**config.mk**
```make
export PLATFORM = sky130hd
export DESIGN_NAME = psr_imm_writer
export DESIGN_NICKNAME = d
export VERILOG_FILES = /design/src/rtl/psr_imm_pkg.sv /design/src/rtl/psr_imm_decode.sv /design/src/rtl/psr_lane_merge.sv /design/src/rtl/psr_imm_writer.sv
export SDC_FILE = /design/constraint.sdc
export NUM_CORES = 1
export LEC_CHECK = 0
export BUFFER_PORTS_ARGS = -buffer_cell sky130_fd_sc_hd__buf_2
export CAP_MARGIN = 20
export CORE_ASPECT_RATIO = 1.5
export CORE_MARGIN = 4
export CORE_UTILIZATION = 35
export CTS_CLUSTER_SIZE = 14
export DETAILED_ROUTE_END_ITERATION = 7
export SYNTH_ARGS = -nofsm -noshare
export SYNTH_HDL_FRONTEND = slang
export SYNTH_SLANG_ARGS = --single-unit
```
**constraint.sdc**
```tcl
create_clock -name clk -period 4.3 [get_ports clk]
set_clock_uncertainty 0.2 [all_clocks]
set_input_delay 0.215 -clock clk [delete_from_list [all_inputs] [get_ports clk]]
set_output_delay 0.215 -clock clk [all_outputs]
set_load 0.01 [all_outputs]
```
**src/rtl/psr_imm_pkg.sv**
```systemverilog
package psr_imm_pkg;

    localparam int PSR_W      = 32;
    localparam int LANE_W     = 8;
    localparam int NUM_LANES  = PSR_W / LANE_W;
    localparam int NUM_BANKS  = 5;
    localparam int BANK_IDX_W = $clog2(NUM_BANKS);
    localparam int MODE_W     = 5;
    localparam int IMM_W      = 12;

    typedef logic [MODE_W-1:0] mode_t;

    localparam mode_t MODE_USR = 5'b10000;
    localparam mode_t MODE_FIQ = 5'b10001;
    localparam mode_t MODE_IRQ = 5'b10010;
    localparam mode_t MODE_SVC = 5'b10011;
    localparam mode_t MODE_ABT = 5'b10111;
    localparam mode_t MODE_UND = 5'b11011;
    localparam mode_t MODE_SYS = 5'b11111;

    // bits that unprivileged code may change: flag byte, GE nibble, endianness
    localparam logic [PSR_W-1:0] USER_ALLOW = 32'hFF0F_0200;

    typedef struct packed {
        logic              hit;       // executable form of the instruction
        logic              hint;      // handed to the hint decoder
        logic              to_saved;  // destination is the banked saved register
        logic [NUM_LANES-1:0] mask;
        logic [PSR_W-1:0]  value;
    } dec_t;

    function automatic logic mode_is_legal(input mode_t m);
        case (m)
            MODE_USR, MODE_FIQ, MODE_IRQ, MODE_SVC,
            MODE_ABT, MODE_UND, MODE_SYS: return 1'b1;
            default:                      return 1'b0;
        endcase
    endfunction

    function automatic logic [BANK_IDX_W-1:0] bank_of(input mode_t m);
        case (m)
            MODE_FIQ: return BANK_IDX_W'(0);
            MODE_IRQ: return BANK_IDX_W'(1);
            MODE_ABT: return BANK_IDX_W'(3);
            MODE_UND: return BANK_IDX_W'(4);
            default:  return BANK_IDX_W'(2);
        endcase
    endfunction

    function automatic logic [PSR_W-1:0] expand_imm(input logic [IMM_W-1:0] f);
        logic [2*PSR_W-1:0] twice;
        logic [2*PSR_W-1:0] shifted;
        logic [5:0]         amt;
        twice   = {2{{(PSR_W-8){1'b0}}, f[7:0]}};
        amt     = {1'b0, f[11:8], 1'b0};
        shifted = twice >> amt;
        return shifted[PSR_W-1:0];
    endfunction

endpackage

```
**src/rtl/psr_imm_decode.sv**
```systemverilog
module psr_imm_decode
    import psr_imm_pkg::*;
(
    input  logic             vld_i,
    input  logic [PSR_W-1:0] insn_i,
    output dec_t             dec_o
);

    logic pattern_ok;
    logic mask_zero;
    logic sbo_unused;

    // should-be-one field carries no meaning here
    assign sbo_unused = ^insn_i[15:12];

    always_comb begin
        pattern_ok = vld_i
                  && (insn_i[31:28] != 4'b1111)
                  && (insn_i[27:23] == 5'b00110)
                  && (insn_i[21:20] == 2'b10);
        mask_zero  = (insn_i[19:16] == 4'b0000);

        dec_o.to_saved = insn_i[22];
        dec_o.mask     = insn_i[19:16];
        dec_o.value    = expand_imm(insn_i[IMM_W-1:0]);
        dec_o.hint     = pattern_ok && mask_zero && !insn_i[22];
        dec_o.hit      = pattern_ok && !(mask_zero && !insn_i[22]);
    end

endmodule

```
**src/rtl/psr_lane_merge.sv**
```systemverilog
module psr_lane_merge #(
    parameter  int LANE_W    = 8,
    parameter  int NUM_LANES = 4,
    localparam int W         = LANE_W * NUM_LANES
) (
    input  logic [W-1:0]         old_i,
    input  logic [W-1:0]         new_i,
    input  logic [W-1:0]         allow_i,
    input  logic [NUM_LANES-1:0] lane_en_i,
    output logic [W-1:0]         merged_o
);

    for (genvar l = 0; l < NUM_LANES; l++) begin : g_lane
        logic [LANE_W-1:0] o, n, a;
        assign o = old_i  [l*LANE_W +: LANE_W];
        assign n = new_i  [l*LANE_W +: LANE_W];
        assign a = allow_i[l*LANE_W +: LANE_W];
        assign merged_o[l*LANE_W +: LANE_W] = lane_en_i[l] ? ((n & a) | (o & ~a)) : o;
    end

endmodule

```
**src/rtl/psr_imm_writer.sv**
```systemverilog
module psr_imm_writer
    import psr_imm_pkg::*;
#(
    parameter mode_t RESET_MODE = MODE_SVC
) (
    input  logic                       clk,
    input  logic                       rst_n,
    input  logic                       insn_vld_i,
    input  logic [PSR_W-1:0]           insn_i,
    input  logic                       cond_pass_i,
    output logic [PSR_W-1:0]           cpsr_o,
    output logic [NUM_BANKS*PSR_W-1:0] spsr_o,
    output logic                       unpred_o,
    output logic                       illegal_o,
    output logic                       hint_o
);

    typedef struct packed {
        logic [NUM_BANKS-1:0][PSR_W-1:0] spsr;
        logic [PSR_W-1:0]                cpsr;
        logic                            unpred;
        logic                            illegal;
        logic                            hint;
    } st_t;

    localparam st_t ST_RST = '{
        spsr:    '0,
        cpsr:    {{(PSR_W-MODE_W){1'b0}}, RESET_MODE},
        unpred:  1'b0,
        illegal: 1'b0,
        hint:    1'b0
    };

    st_t  state_q, state_d;
    dec_t dec;

    mode_t                 cur_mode;
    logic                  in_user, in_system, mode_bad;
    logic [BANK_IDX_W-1:0] bank;
    logic [PSR_W-1:0]      cpsr_allow, cpsr_merged, spsr_cur, spsr_merged;

    psr_imm_decode u_dec (
        .vld_i  (insn_vld_i),
        .insn_i (insn_i),
        .dec_o  (dec)
    );

    always_comb begin
        cur_mode   = state_q.cpsr[MODE_W-1:0];
        in_user    = (cur_mode == MODE_USR);
        in_system  = (cur_mode == MODE_SYS);
        bank       = bank_of(cur_mode);
        spsr_cur   = state_q.spsr[bank];
        mode_bad   = !in_user && dec.mask[0] && !mode_is_legal(dec.value[MODE_W-1:0]);
        cpsr_allow = in_user ? USER_ALLOW : '1;
        if (mode_bad) cpsr_allow[MODE_W-1:0] = '0;
    end

    psr_lane_merge #(.LANE_W(LANE_W), .NUM_LANES(NUM_LANES)) u_cpsr_merge (
        .old_i     (state_q.cpsr),
        .new_i     (dec.value),
        .allow_i   (cpsr_allow),
        .lane_en_i (dec.mask),
        .merged_o  (cpsr_merged)
    );

    psr_lane_merge #(.LANE_W(LANE_W), .NUM_LANES(NUM_LANES)) u_spsr_merge (
        .old_i     (spsr_cur),
        .new_i     (dec.value),
        .allow_i   ('1),
        .lane_en_i (dec.mask),
        .merged_o  (spsr_merged)
    );

    always_comb begin
        state_d         = state_q;
        state_d.unpred  = 1'b0;
        state_d.illegal = 1'b0;
        state_d.hint    = dec.hint;
        if (dec.hit && cond_pass_i) begin
            if (dec.to_saved) begin
                if (dec.mask == '0 || in_user || in_system)
                    state_d.unpred = 1'b1;
                else
                    state_d.spsr[bank] = spsr_merged;
            end else begin
                state_d.cpsr    = cpsr_merged;
                state_d.illegal = mode_bad;
            end
        end
    end

    always_ff @(posedge clk or negedge rst_n) begin
        if (!rst_n) state_q <= ST_RST;
        else        state_q <= state_d;
    end

    assign cpsr_o    = state_q.cpsr;
    assign spsr_o    = state_q.spsr;
    assign unpred_o  = state_q.unpred;
    assign illegal_o = state_q.illegal;
    assign hint_o    = state_q.hint;


    hint_unpred_excl_chk: assert property (@(posedge clk) disable iff (!rst_n)
        !(hint_o && unpred_o));


    no_cond_no_change_chk: assert property (@(posedge clk) disable iff (!rst_n)
        !cond_pass_i |=> ($stable(cpsr_o) && $stable(spsr_o) && !unpred_o && !illegal_o));


    mode_legal_chk: assert property (@(posedge clk) disable iff (!rst_n)
        mode_is_legal(cpsr_o[MODE_W-1:0]));


    illegal_keeps_mode_chk: assert property (@(posedge clk) disable iff (!rst_n)
        illegal_o |-> (cpsr_o[MODE_W-1:0] == $past(cpsr_o[MODE_W-1:0])));


    unpred_no_write_chk: assert property (@(posedge clk) disable iff (!rst_n)
        unpred_o |-> ($stable(spsr_o) && $stable(cpsr_o)));


    user_protect_chk: assert property (@(posedge clk) disable iff (!rst_n)
        ($past(cpsr_o[MODE_W-1:0]) == MODE_USR)
            |-> (((cpsr_o ^ $past(cpsr_o)) & ~USER_ALLOW) == '0));

endmodule

```
[Word level (Yosys, flattened, before mapping)]
Cells that the tools add are included.
W data, S select, Z words.
Operators by class
  bitwise gates (word level): 18
  reduce and logical (&&, ||, !) cells: 24
  order comparisons: 2
  shift-type cells: 1
  mux-type cells: 17
  eq/ne operators: 16
Operators with widths (number)
  $bwmux W160: 1
  $bmux W32 S3: 1
  $demux W32 S3: 1
  $eq A5 B5 Y1 const B: 13
  $mux W32: 2
  $and A8 B8 Y8: 7
  $shr A40 B5 Y32: 1
  $mux W8: 4
  $or A8 B8 Y8: 4
  $mux W24: 1
  $not A8 Y8: 3
  $reduce_and A3 Y1: 5
  $pmux W3 S4: 1
  $logic_and A1 B1 Y1: 11
  $and A8 B8 Y8 const B: 1
  $not A8 Y8 const A: 1
  $reduce_or A7 Y1: 1
  $eq A5 B3 Y1 const B: 1
  $mux W5: 1
  $logic_not A1 Y1: 4
  $logic_not A4 Y1: 1
  $lt A3 B4 Y1 const B: 1
  $mux W1: 4
  $ne A4 B4 Y1 const B: 1
  other kinds (5): 7
Storage, ports and cells
  register bits: 195
  output and inout bits: 195
  bits of input ports: 36

[Logic depth before layout (Yosys ltp)]
Gate-level depths: netlist (run 1).
  word-level depth: 10
  gate-level depth with buffers: 8

[Hierarchy]
From an unflattened synthesis (run 1), not the netlist that was laid out.
Unflattened totals
  cell total of the unflattened synthesis: 800
  area, all modules: 10273.6 sq um
By module, submodules not included
  psr_imm_writer: cells an instance 553, instances 1, area each 8239.2 sq um
  psr_lane_merge: cells an instance 68, instances 2, area each 641.9 sq um
  psr_imm_decode: cells an instance 111, instances 1, area each 750.7 sq um

[Least setup slack after synthesis (run 1)]
Ideal clock, no wire load.
  path type: reg-to-reg
  start point: register with a tool-made name
  end point: register state_q (netlist bit spsr_o[18])
  cell stages (with the launch flop): 8
  required time: 3.959 ns
  arrival time: 2.006 ns
  setup slack: 1.953 ns
  path buffers: 2
  cell sequence: dfstp_2 > buf_4 > xnor2_1 > a2111oi_4 > buf_4 > a21oi_1 > o41ai_2 > o21ai_0
RTL lines
  to (signal assigned): RTL line psr_imm_writer.sv:95  | else state_q <= state_d;
  to (decl): RTL line psr_imm_writer.sv:34  | st_t state_q, state_d;

==> results list, run 1 <==
- Maximum number of pins on one net before global-route repair: 124
- Global routing consumed, on the met1 layer, 30.84% of the routing resources.
- After synthesis, the largest area contributor takes up 49.16% of total cell area.
- The filler cells instantiated in the layout total 2748.
- Count of flip-flops with a built-in enable after synthesis: 0
- In this run the standard cell core region covers 27410 um^2.
- Once routing completed, OpenROAD measured the worst setup slack at 1.150 ns.
* Critical Path End Type: flip-flop
- Final ANT Viol Nets: 0
- Number of search-and-repair iterations in the first detailed-routing pass: 8
* Routed length per instance: 24.42 um
* Post-Syn Nets: 1065
* CTS Buf Count: 17
- For this design the static power due to leakage is 5.635 nW.
- Clock latency on the worst-skew pair, taken at its later pin, is 0.44 ns.
- By instance count, the leading cell after synthesis is sky130_fd_sc_hd__o21ai_0.
* YS warnings: 0
- The worst register-to-register path ends at spsr_o[25].
- In this design, the stage delay of the slowest critical-path cell is 0.80 ns.
- Counting every sink on the clock net gives 195.
- For this configuration, the core starts out at a cell density of 35.66%.
- Post-route fraction of the period consumed by the critical path: 73.27%
- For this run, the top clock speed supported by timing is 317.4 MHz.
* Fraction of met2 tracks used by global routing: 41.95%
* Routed vias: 9335
- The routed design could run at a clock period as short as 3.150 ns.
* Drt drc: 0
- Main flop type after synthesis: sky130_fd_sc_hd__dfrtp_1
- Setup Viol. Count Final: 0
- The H-tree generated during clock tree synthesis spans 4 levels.
- Averaged over all synthesized cells, the footprint is 9.498 um^2.
- The synthesized netlist contains 62 unique library cells.
- The final count of pins violating max slew came to 0.
* Cell Chain, Critical Path: a21boi_0, a2111oi_4, a21oi_1, o41ai_2, o21ai_0
- The count of final hold-check violations was 0.
* Share of flip-flops with an asynchronous set or reset: 100.0%
- After clock tree synthesis, the clock-pin slew on the worst setup and hold paths is 0.08 ns.
- Row Count: 74
- For this run, the post-layout net count is 1256.
- Kind of start point of the critical path: flip-flop
- Global route total overflow: 0
* Portion of the post-synthesis area used by sequential elements: 49.97%
* Flop2flop setup slack: 1.15 ns
- Worst vdd rail ir drop: 291.5 uV
- Synthesis inferred 195 register bits.
- Final HPWL DP: 26.66 mm
- 231 I/O pins were placed.
- Worst hold stages: 4
- Summed over all layers, the routed wires come to 38.46 mm.
* Setup TNS Final: 0 ns
- The cell area that synthesis handed to floorplanning was 9773 um^2.
- Final design area excluding fillers: 11880 um^2
- Vias in the first global route: 9212
- STA puts the critical path data required time at 4.39 ns.
- The first global-routing pass estimated 57.81 mm of wire.
* Outcome: finished clean
- For met3 alone, demand over resource in global routing was 4.683%.
- The placed instances occupy a cell area of 11270 um^2.
- Summed over all instances, the cell type with the most area after synthesis is sky130_fd_sc_hd__dfrtp_1.
* Worst slew margin relative to its limit: 29.66%
- Worst Min Path Start: insn_i[29]
* Die extent in x: 144.4 um
- Buffers placed on the I/O ports in this run total 226.
- The path class of the tightest hold or removal check is in -> reg.
* Initial antenna violation count: 0
- Power spread over the standard cell area amounts to 311.3 nW/um^2.
* Die Ht: 212.7 um
* Busiest grt layer: met2
- Total routing resource utilization after global routing: 25.05%
* Post-CTS Hold Buffers: 2
* Drt initial violations: 739
- Worst slack, placed: 1.202 ns
- Slowest cell on the critical path: sky130_fd_sc_hd__a2111oi_4
* Largest cells by area after synthesis: sky130_fd_sc_hd__dfrtp_1 49%, sky130_fd_sc_hd__o21ai_0 12%, sky130_fd_sc_hd__nand2_1 6.1%
- In this run the post-CTS setup repair buffer count came out at 0.
* Via-to-Cell Ratio: 5.927
- After layout, the design draws a total of 3.699 mW.
* Worst endpoint data arrival time: 3.24 ns
* Layout area overhead: 21.57%
- Highest net fanout along the worst path: 14
* DIE AREA: 30720 um^2
- Antenna Diode Count: 0
- In this run the deepest clock path goes through 2 buffers.
* Worst Tran Pin Value: 1.039 ns
- Unrepaired setup endpoints after global routing: no
- After synthesis, the most frequently instantiated cells are 230 x sky130_fd_sc_hd__o21ai_0, 192 x sky130_fd_sc_hd__dfrtp_1, 159 x sky130_fd_sc_hd__nand2_1, 74 x sky130_fd_sc_hd__clkbuf_1, 42 x sky130_fd_sc_hd__nand3_1.
- By startpoint and endpoint, the worst setup path is classified as reg -> reg.
* Cell depth of the worst flop-to-flop path: 5
* Cell class contributing the biggest share of worst-path delay: compound AO/OA/AOI/OAI gates
- Max-cap check violation count: 0
* CTS tree: yes
- Counting both buffers and inverters, the worst setup path holds a total of 0.
- The cell count after synthesis came out at 1029.
* CTS root buf: sky130_fd_sc_hd__clkbuf_16
* Post-CTS sizing: 0
- The worst hold path terminates at hint_o.
* Final estimated routing congestion in global placement: 0.8931
- In the final layout, the share of cells above drive strength 1 is 27.41%.
-- logic make-up after synthesis --
kind of cell / Yosys count / share of synthesized area [%]
flip-flops: 195 / 49.97
AO/OA/AOI/OAI: 415 / 28.74
buffers and inverters: 94 / 3.828
AND/OR/NAND/NOR: 301 / 14.84
XOR/XNOR: 3 / 0.2689
multiplexers: 21 / 2.356
-- worst reg2reg max path: stages (launching register included) --
cell	delay [ns]
sky130_fd_sc_hd__dfstp_2	0.74
sky130_fd_sc_hd__a21boi_0	0.21
sky130_fd_sc_hd__a2111oi_4	0.81
sky130_fd_sc_hd__a21oi_1	0.22
sky130_fd_sc_hd__o41ai_2	0.61
sky130_fd_sc_hd__o21ai_0	0.21
-- layout make-up --
class | instances | area [um^2] | area share [%]
repair buffers | 260 | 1413 | 11.89
well taps | 342 | 427.9 | 3.602
multi-input cells | 740 | 4548 | 38.28
clock inverters | 14 | 157.7 | 1.327
clock buffers | 18 | 429.2 | 3.612
inverters | 6 | 22.52 | 0.1896
flip-flops and latches | 195 | 4883 | 41.10
-- cell usage in the layout, fill, tap and decap left out, types with 17 or more instances in the layout --
cell type and n:
sky130_fd_sc_hd__o21ai_0 230, sky130_fd_sc_hd__buf_2 225, sky130_fd_sc_hd__dfrtp_1 192, sky130_fd_sc_hd__nand2_1 159, sky130_fd_sc_hd__nand3_1 42, sky130_fd_sc_hd__a21oi_1 36
sky130_fd_sc_hd__buf_4 31, sky130_fd_sc_hd__and2_1 27, sky130_fd_sc_hd__a22o_1 23, sky130_fd_sc_hd__o21ai_1 20, sky130_fd_sc_hd__nor2_1 17, sky130_fd_sc_hd__clkbuf_16 17
-- worst max path at each step --
stage               from          end  slack (ns)  cells after the start
6_report       flip-flop   spsr_o[25]        1.15                      5
5_1_grt        flip-flop  spsr_o[134]        1.08                      6
4_1_cts        flip-flop  spsr_o[130]        1.21                      6
3_5_place_dp   flip-flop  spsr_o[130]        1.20                      6
3_3_place_gp   flip-flop   spsr_o[57]        1.24                      5
2_1_floorplan  flip-flop   spsr_o[18]        1.95                      7
-- routing by layer --
| layer | share of wire [%] | wire, um |
|---|---|---|
| met2 | 50 | 19370 |
| met4 | 4.8 | 1849 |
| met3 | 6.6 | 2548 |
| met5 | 0 | 0 |
| met1 | 38 | 14680 |
-- state kept, by name, indices dropped and copies added, names as in the netlist, named ones only --
register,cells
hint_o,1
illegal_o,1
unpred_o,1
spsr_o,160
cpsr_o,13
-- per-stage QoR --
stage,hold slack (ns),util [%],cells
after CTS,0.01427,43.35,1575
after global routing,0.02536,43.35,1575
final,0.04207,43.35,1575
after global placement,0.2359,41.14,1541
after detailed placement,0.2517,41.14,1541
after floorplan,-0.2806,-,1029
-- report_power, final --
group	internal [mW]	leakage, nW	switching [mW]	total (mW)
combinational	0.0808	2.65	0.185	0.266
clock	0.782	0.279	0.817	1.60
sequential	1.83	2.70	0.000546	1.83
No activity file was read; power rests on OpenSTA's default activity.
==> inputs of run 2 (changes only) <==
Settings changed: ABC_AREA from default to 1.
Clock period 4.3 ns to 3 ns, I/O delays scaled along.
==> results list, run 2 <==
- The detailed placement HPWL came to 27.04 mm (+1.4%).
* Dominant cell type by area after synthesis: sky130_fd_sc_hd__dfrtp_1
* Wire length reported by the detailed router: 38.59 mm (+0.34%)
- Wire length of the first global-routing pass: 59.96 mm (+3.7%)
* Highest net fanout along the worst path: 7 (-7)
- The synthesized netlist cell count came to 1403 (+36%).
- The area of the core is 28060 um^2 (+2.4%).
* Average instance area after synthesis: 7.124 um^2 (-25%)
- The number of standard-cell rows in the floorplan came to 75 (+1.4%).
* Worst vdd rail ir drop: 427.4 uV (+47%)
- Leading cell types in the layout, fill and taps excluded: 720 x sky130_fd_sc_hd__nand2_1, 226 x sky130_fd_sc_hd__nand3_1, 225 x sky130_fd_sc_hd__buf_2
- For this design, the slowest cell found on the critical path is sky130_fd_sc_hd__dlygate4sd3_1.
- Startpoint of the most critical setup path: insn_i[20]
- The tree is rooted in a sky130_fd_sc_hd__clkbuf_16.
- Timing would allow up to 343.5 MHz.
- Routed length per instance: 19.54 um (-20%)
- Share of flip-flops with an asynchronous set or reset: 100.0% (unchanged)
- The share of post-route cells with drive strength above 1 was 19.52% (-7.9 points).
- Final Net Count: 1652 (+32%)
- Setup repair after global routing left no endpoint under its margin.
* Setup Viol. Count Final: 0 (unchanged)
* Main flop type after synthesis: sky130_fd_sc_hd__dfrtp_1
- Post-CTS sizing: 0 (unchanged)
- By area the synthesized netlist is led by sky130_fd_sc_hd__dfrtp_1 48%, sky130_fd_sc_hd__nand2_1 27%, sky130_fd_sc_hd__nand3_1 11%.
* YS warnings: 0 (unchanged)
* Via-to-Cell Ratio: 5.198 (-12%)
- Shortest period the worst path allows: 2.911 ns
- Number of I/O pins: 231 (unchanged)
- Post-CTS setup buffer count: 0 (unchanged)
- The via count is 10270 (+10%).
- Cell depth of the worst flop-to-flop path: 8 (+3)
- Final ANT Viol Nets: 0 (unchanged)
* Maximum number of pins on one net before global-route repair: 90 (-27%)
- The setup TNS after final layout is 0 ns (unchanged).
- The post-placement cell count is 1934 (+26%).
- The data arrival time of the critical path is 3.05 ns (-0.19 ns).
- The library cell used most frequently in the layout, excluding fill and tap cells, is sky130_fd_sc_hd__nand2_1.
- The final antenna diode count is 0 (unchanged).
- Count of cell types in the netlist: 25 (-60%)
- The synthesized cell area was 9995 um^2 (+2.3%).
* Drt drc: 0 (unchanged)
- The total routing usage reported by global routing is 24.56% (-0.49 points).
- Synthesized flop and latch total: 195 (unchanged)
* Port Buffer Count: 226 (unchanged)
- Layout area overhead: 22.28%
- Critical Setup Path Class: in -> reg
- In this run the critical register-to-register path is captured at spsr_o[148].
- The slew at the pin with the worst max-slew slack came to 0.8291 ns (-0.2096 ns).
* Outcome: finished clean
- Endpoints failing hold: 0 (unchanged)
- The horizontal die dimension came to 146.0 um (+1.1%).
- Worst slew margin relative to its limit: 44.65% (+15 points)
- Power per cell area: 431.4 nW/um^2 (+39%)
- Flop2flop setup slack: 0.47 ns (-0.68 ns)
- Fraction of post-synthesis cell area in the top cell type by area: 48.07% (-1.1 points)
- The violation count after the first detailed-routing iteration was 992 (+34%).
* Cell Chain, Critical Path: dlygate4sd3_1, buf_2, nor3_1, dlygate4sd3_1, nand3_1, or2_2, nor2_2, nand2_1, nand2_1, nand2_1
* Stages on the worst setup path: 10 (+5)
* Die Ht: 215.0 um (+1.1%)
- The worst-skew pair later-pin latency came to 0.46 ns (+0.02 ns).
* CTS Buf Count: 17 (unchanged)
- Max-cap check violation count: 0 (unchanged)
- The number of detailed-route iterations in the first pass is 7 (-1).
* Critical path required time: 3.14 ns (-1.25 ns)
- Clock-pin slew on the worst setup and hold paths: 0.07 ns (about the same)
- Leakage dissipation: 7.221 nW (+28%)
- The worst setup path is launched from an input port.
* Post-route fraction of the period consumed by the critical path: 97.04%
- CTS HTree Levels: 4 (unchanged)
- The count of non-filler cells in the finished layout is 1975 (+25%).
- The sequential fraction of the synthesis area is 48.86% (-1.1 points).
- Final core occ: 43.56% (+0.21 points)
* Commonest cells post-synth: 720 x sky130_fd_sc_hd__nand2_1, 226 x sky130_fd_sc_hd__nand3_1, 192 x sky130_fd_sc_hd__dfrtp_1, 47 x sky130_fd_sc_hd__inv_1, 43 x sky130_fd_sc_hd__nand4_1
- sky130_fd_sc_hd__nand2_1 is the most common cell in the netlist.
* Number of pins exceeding their max-slew limit in the final report: 0 (unchanged)
- Global route total overflow: 0 (unchanged)
* Vias in the first global route: 10220 (+11%)
* Count of buffer and inverter cells on the critical path: 3 (+3)
* Number of flip-flops in the largest register: 160 (unchanged)
- On the critical path the largest part of the delay comes from simple AND/OR/NAND/NOR gates.
- Filler Cells Inserted: 2872 (+4.5%)
- Clock sink count: 195 (unchanged)
* Final estimated routing congestion in global placement: 0.9320 (+4.4%)
- The net count of the mapped netlist was 1439 (+35%).
- The number of enable-type register cells in the synthesized netlist came to 0 (unchanged).
* Critical Path End Type: flip-flop
* Post-CTS Hold Buffers: 9 (+7)
- Initial antenna violation count: 0 (unchanged)
* Cell repeated most along the worst path: sky130_fd_sc_hd__nand2_1
- CTS tree: yes
* Initial core utilization: 35.62% (-0.039 points)
* Clock Tree Buf Depth: 2 (unchanged)
- The tightest min-delay check is of the in -> reg type.
* Max stage delay on crit path: 0.66 ns (-0.14 ns)
* DIE AREA: 31380 um^2 (+2.2%)
==> run 2: cell count changes in the layout (fill, tap and decap cells not counted), sizes merged, moves of 13 or more <==
cell,previous run,this run
a21oi,37,3
a22o,23,0
a32o,13,0
and2,27,2
inv,13,71
mux2,16,0
nand2,159,720
nand3,42,226
nand4,5,43
o21ai,250,27
o41ai,21,0
==> run 2: how the worst min path moves through the flow <==
stage	start	to	slack [ns]	cells after the start
2_1_floorplan	rst_n	asynchronous set/reset pin	-0.35	0
3_3_place_gp	rst_n	asynchronous set/reset pin	0.08	1
3_5_place_dp	rst_n	asynchronous set/reset pin	0.09	1
4_1_cts	insn_i[10]	flip-flop	0.003	5
5_1_grt	insn_i[10]	flip-flop	0.05	5
6_report	insn_i[10]	flip-flop	0.02	5
==> run 2: area by class of cell <==
cell class / instances / area [um^2] / area share [%]
Sequential cell: 195 / 4883 / 39.96
Clock buffer: 20 / 446.7 / 3.655
Clock inverter: 12 / 122.6 / 1.003
Multi-Input combinational cell: 1071 / 4537 / 37.12
Tap cell: 346 / 432.9 / 3.542
Inverter: 67 / 251.5 / 2.058
Timing Repair Buffer: 264 / 1548 / 12.66
==> run 2: worst reg2reg max path, cell delays in order (launching register included) <==
cell	delay (ns)
sky130_fd_sc_hd__dfstp_2	0.57
sky130_fd_sc_hd__nand2_1	0.11
sky130_fd_sc_hd__nor3_4	0.21
sky130_fd_sc_hd__buf_4	0.48
sky130_fd_sc_hd__nand2_1	0.17
sky130_fd_sc_hd__inv_2	0.32
sky130_fd_sc_hd__buf_12	0.23
sky130_fd_sc_hd__nand3_1	0.09
sky130_fd_sc_hd__nand2_1	0.08
==> run 2: power breakdown <==
group          internal (mW)  switching [mW]  total, mW  leakage [nW]
combinational         0.0828           0.269      0.352          4.24
sequential              2.63         0.00108       2.63          2.71
clock                   1.19            1.11       2.29         0.267
total                   3.90            1.38       5.27          7.22
==> run 2: metrics by stage <==
stage,cell area (um^2),power (mW),hold WS [ns],setup slack [ns]
final,12220,5.272,0.01891,0.08878
after global routing,12220,5.441,0.04618,0.02013
after CTS,12220,5.305,0.002797,0.1487
after detailed placement,11560,3.026,0.08581,0.4969
after global placement,11560,3.022,0.07669,0.5748
after floorplan,9995,2.862,-0.3456,1.006
==> run 2: kinds of logic (layout without fill, tap and decap cells) <==
kind of cell,after synthesis,count (layout),synth area share (%)
compound gates,33,33,1.728
buf+inv,137,363,5.809
flops,195,195,48.86
simple gates,1038,1038,43.60
==> run 2: layer usage <==
| metal | up-vias | wire length, um | GRT usage (%) |
|---|---|---|---|
| met5 | - | 0 | 0 |
| li1 | 4922 | - | - |
| met1 | 4817 | 15400 | 29.89 |
| met4 | 0 | 1763 | 11.39 |
| met3 | 86 | 2451 | 4.235 |
| met2 | 442 | 18970 | 42.40 |
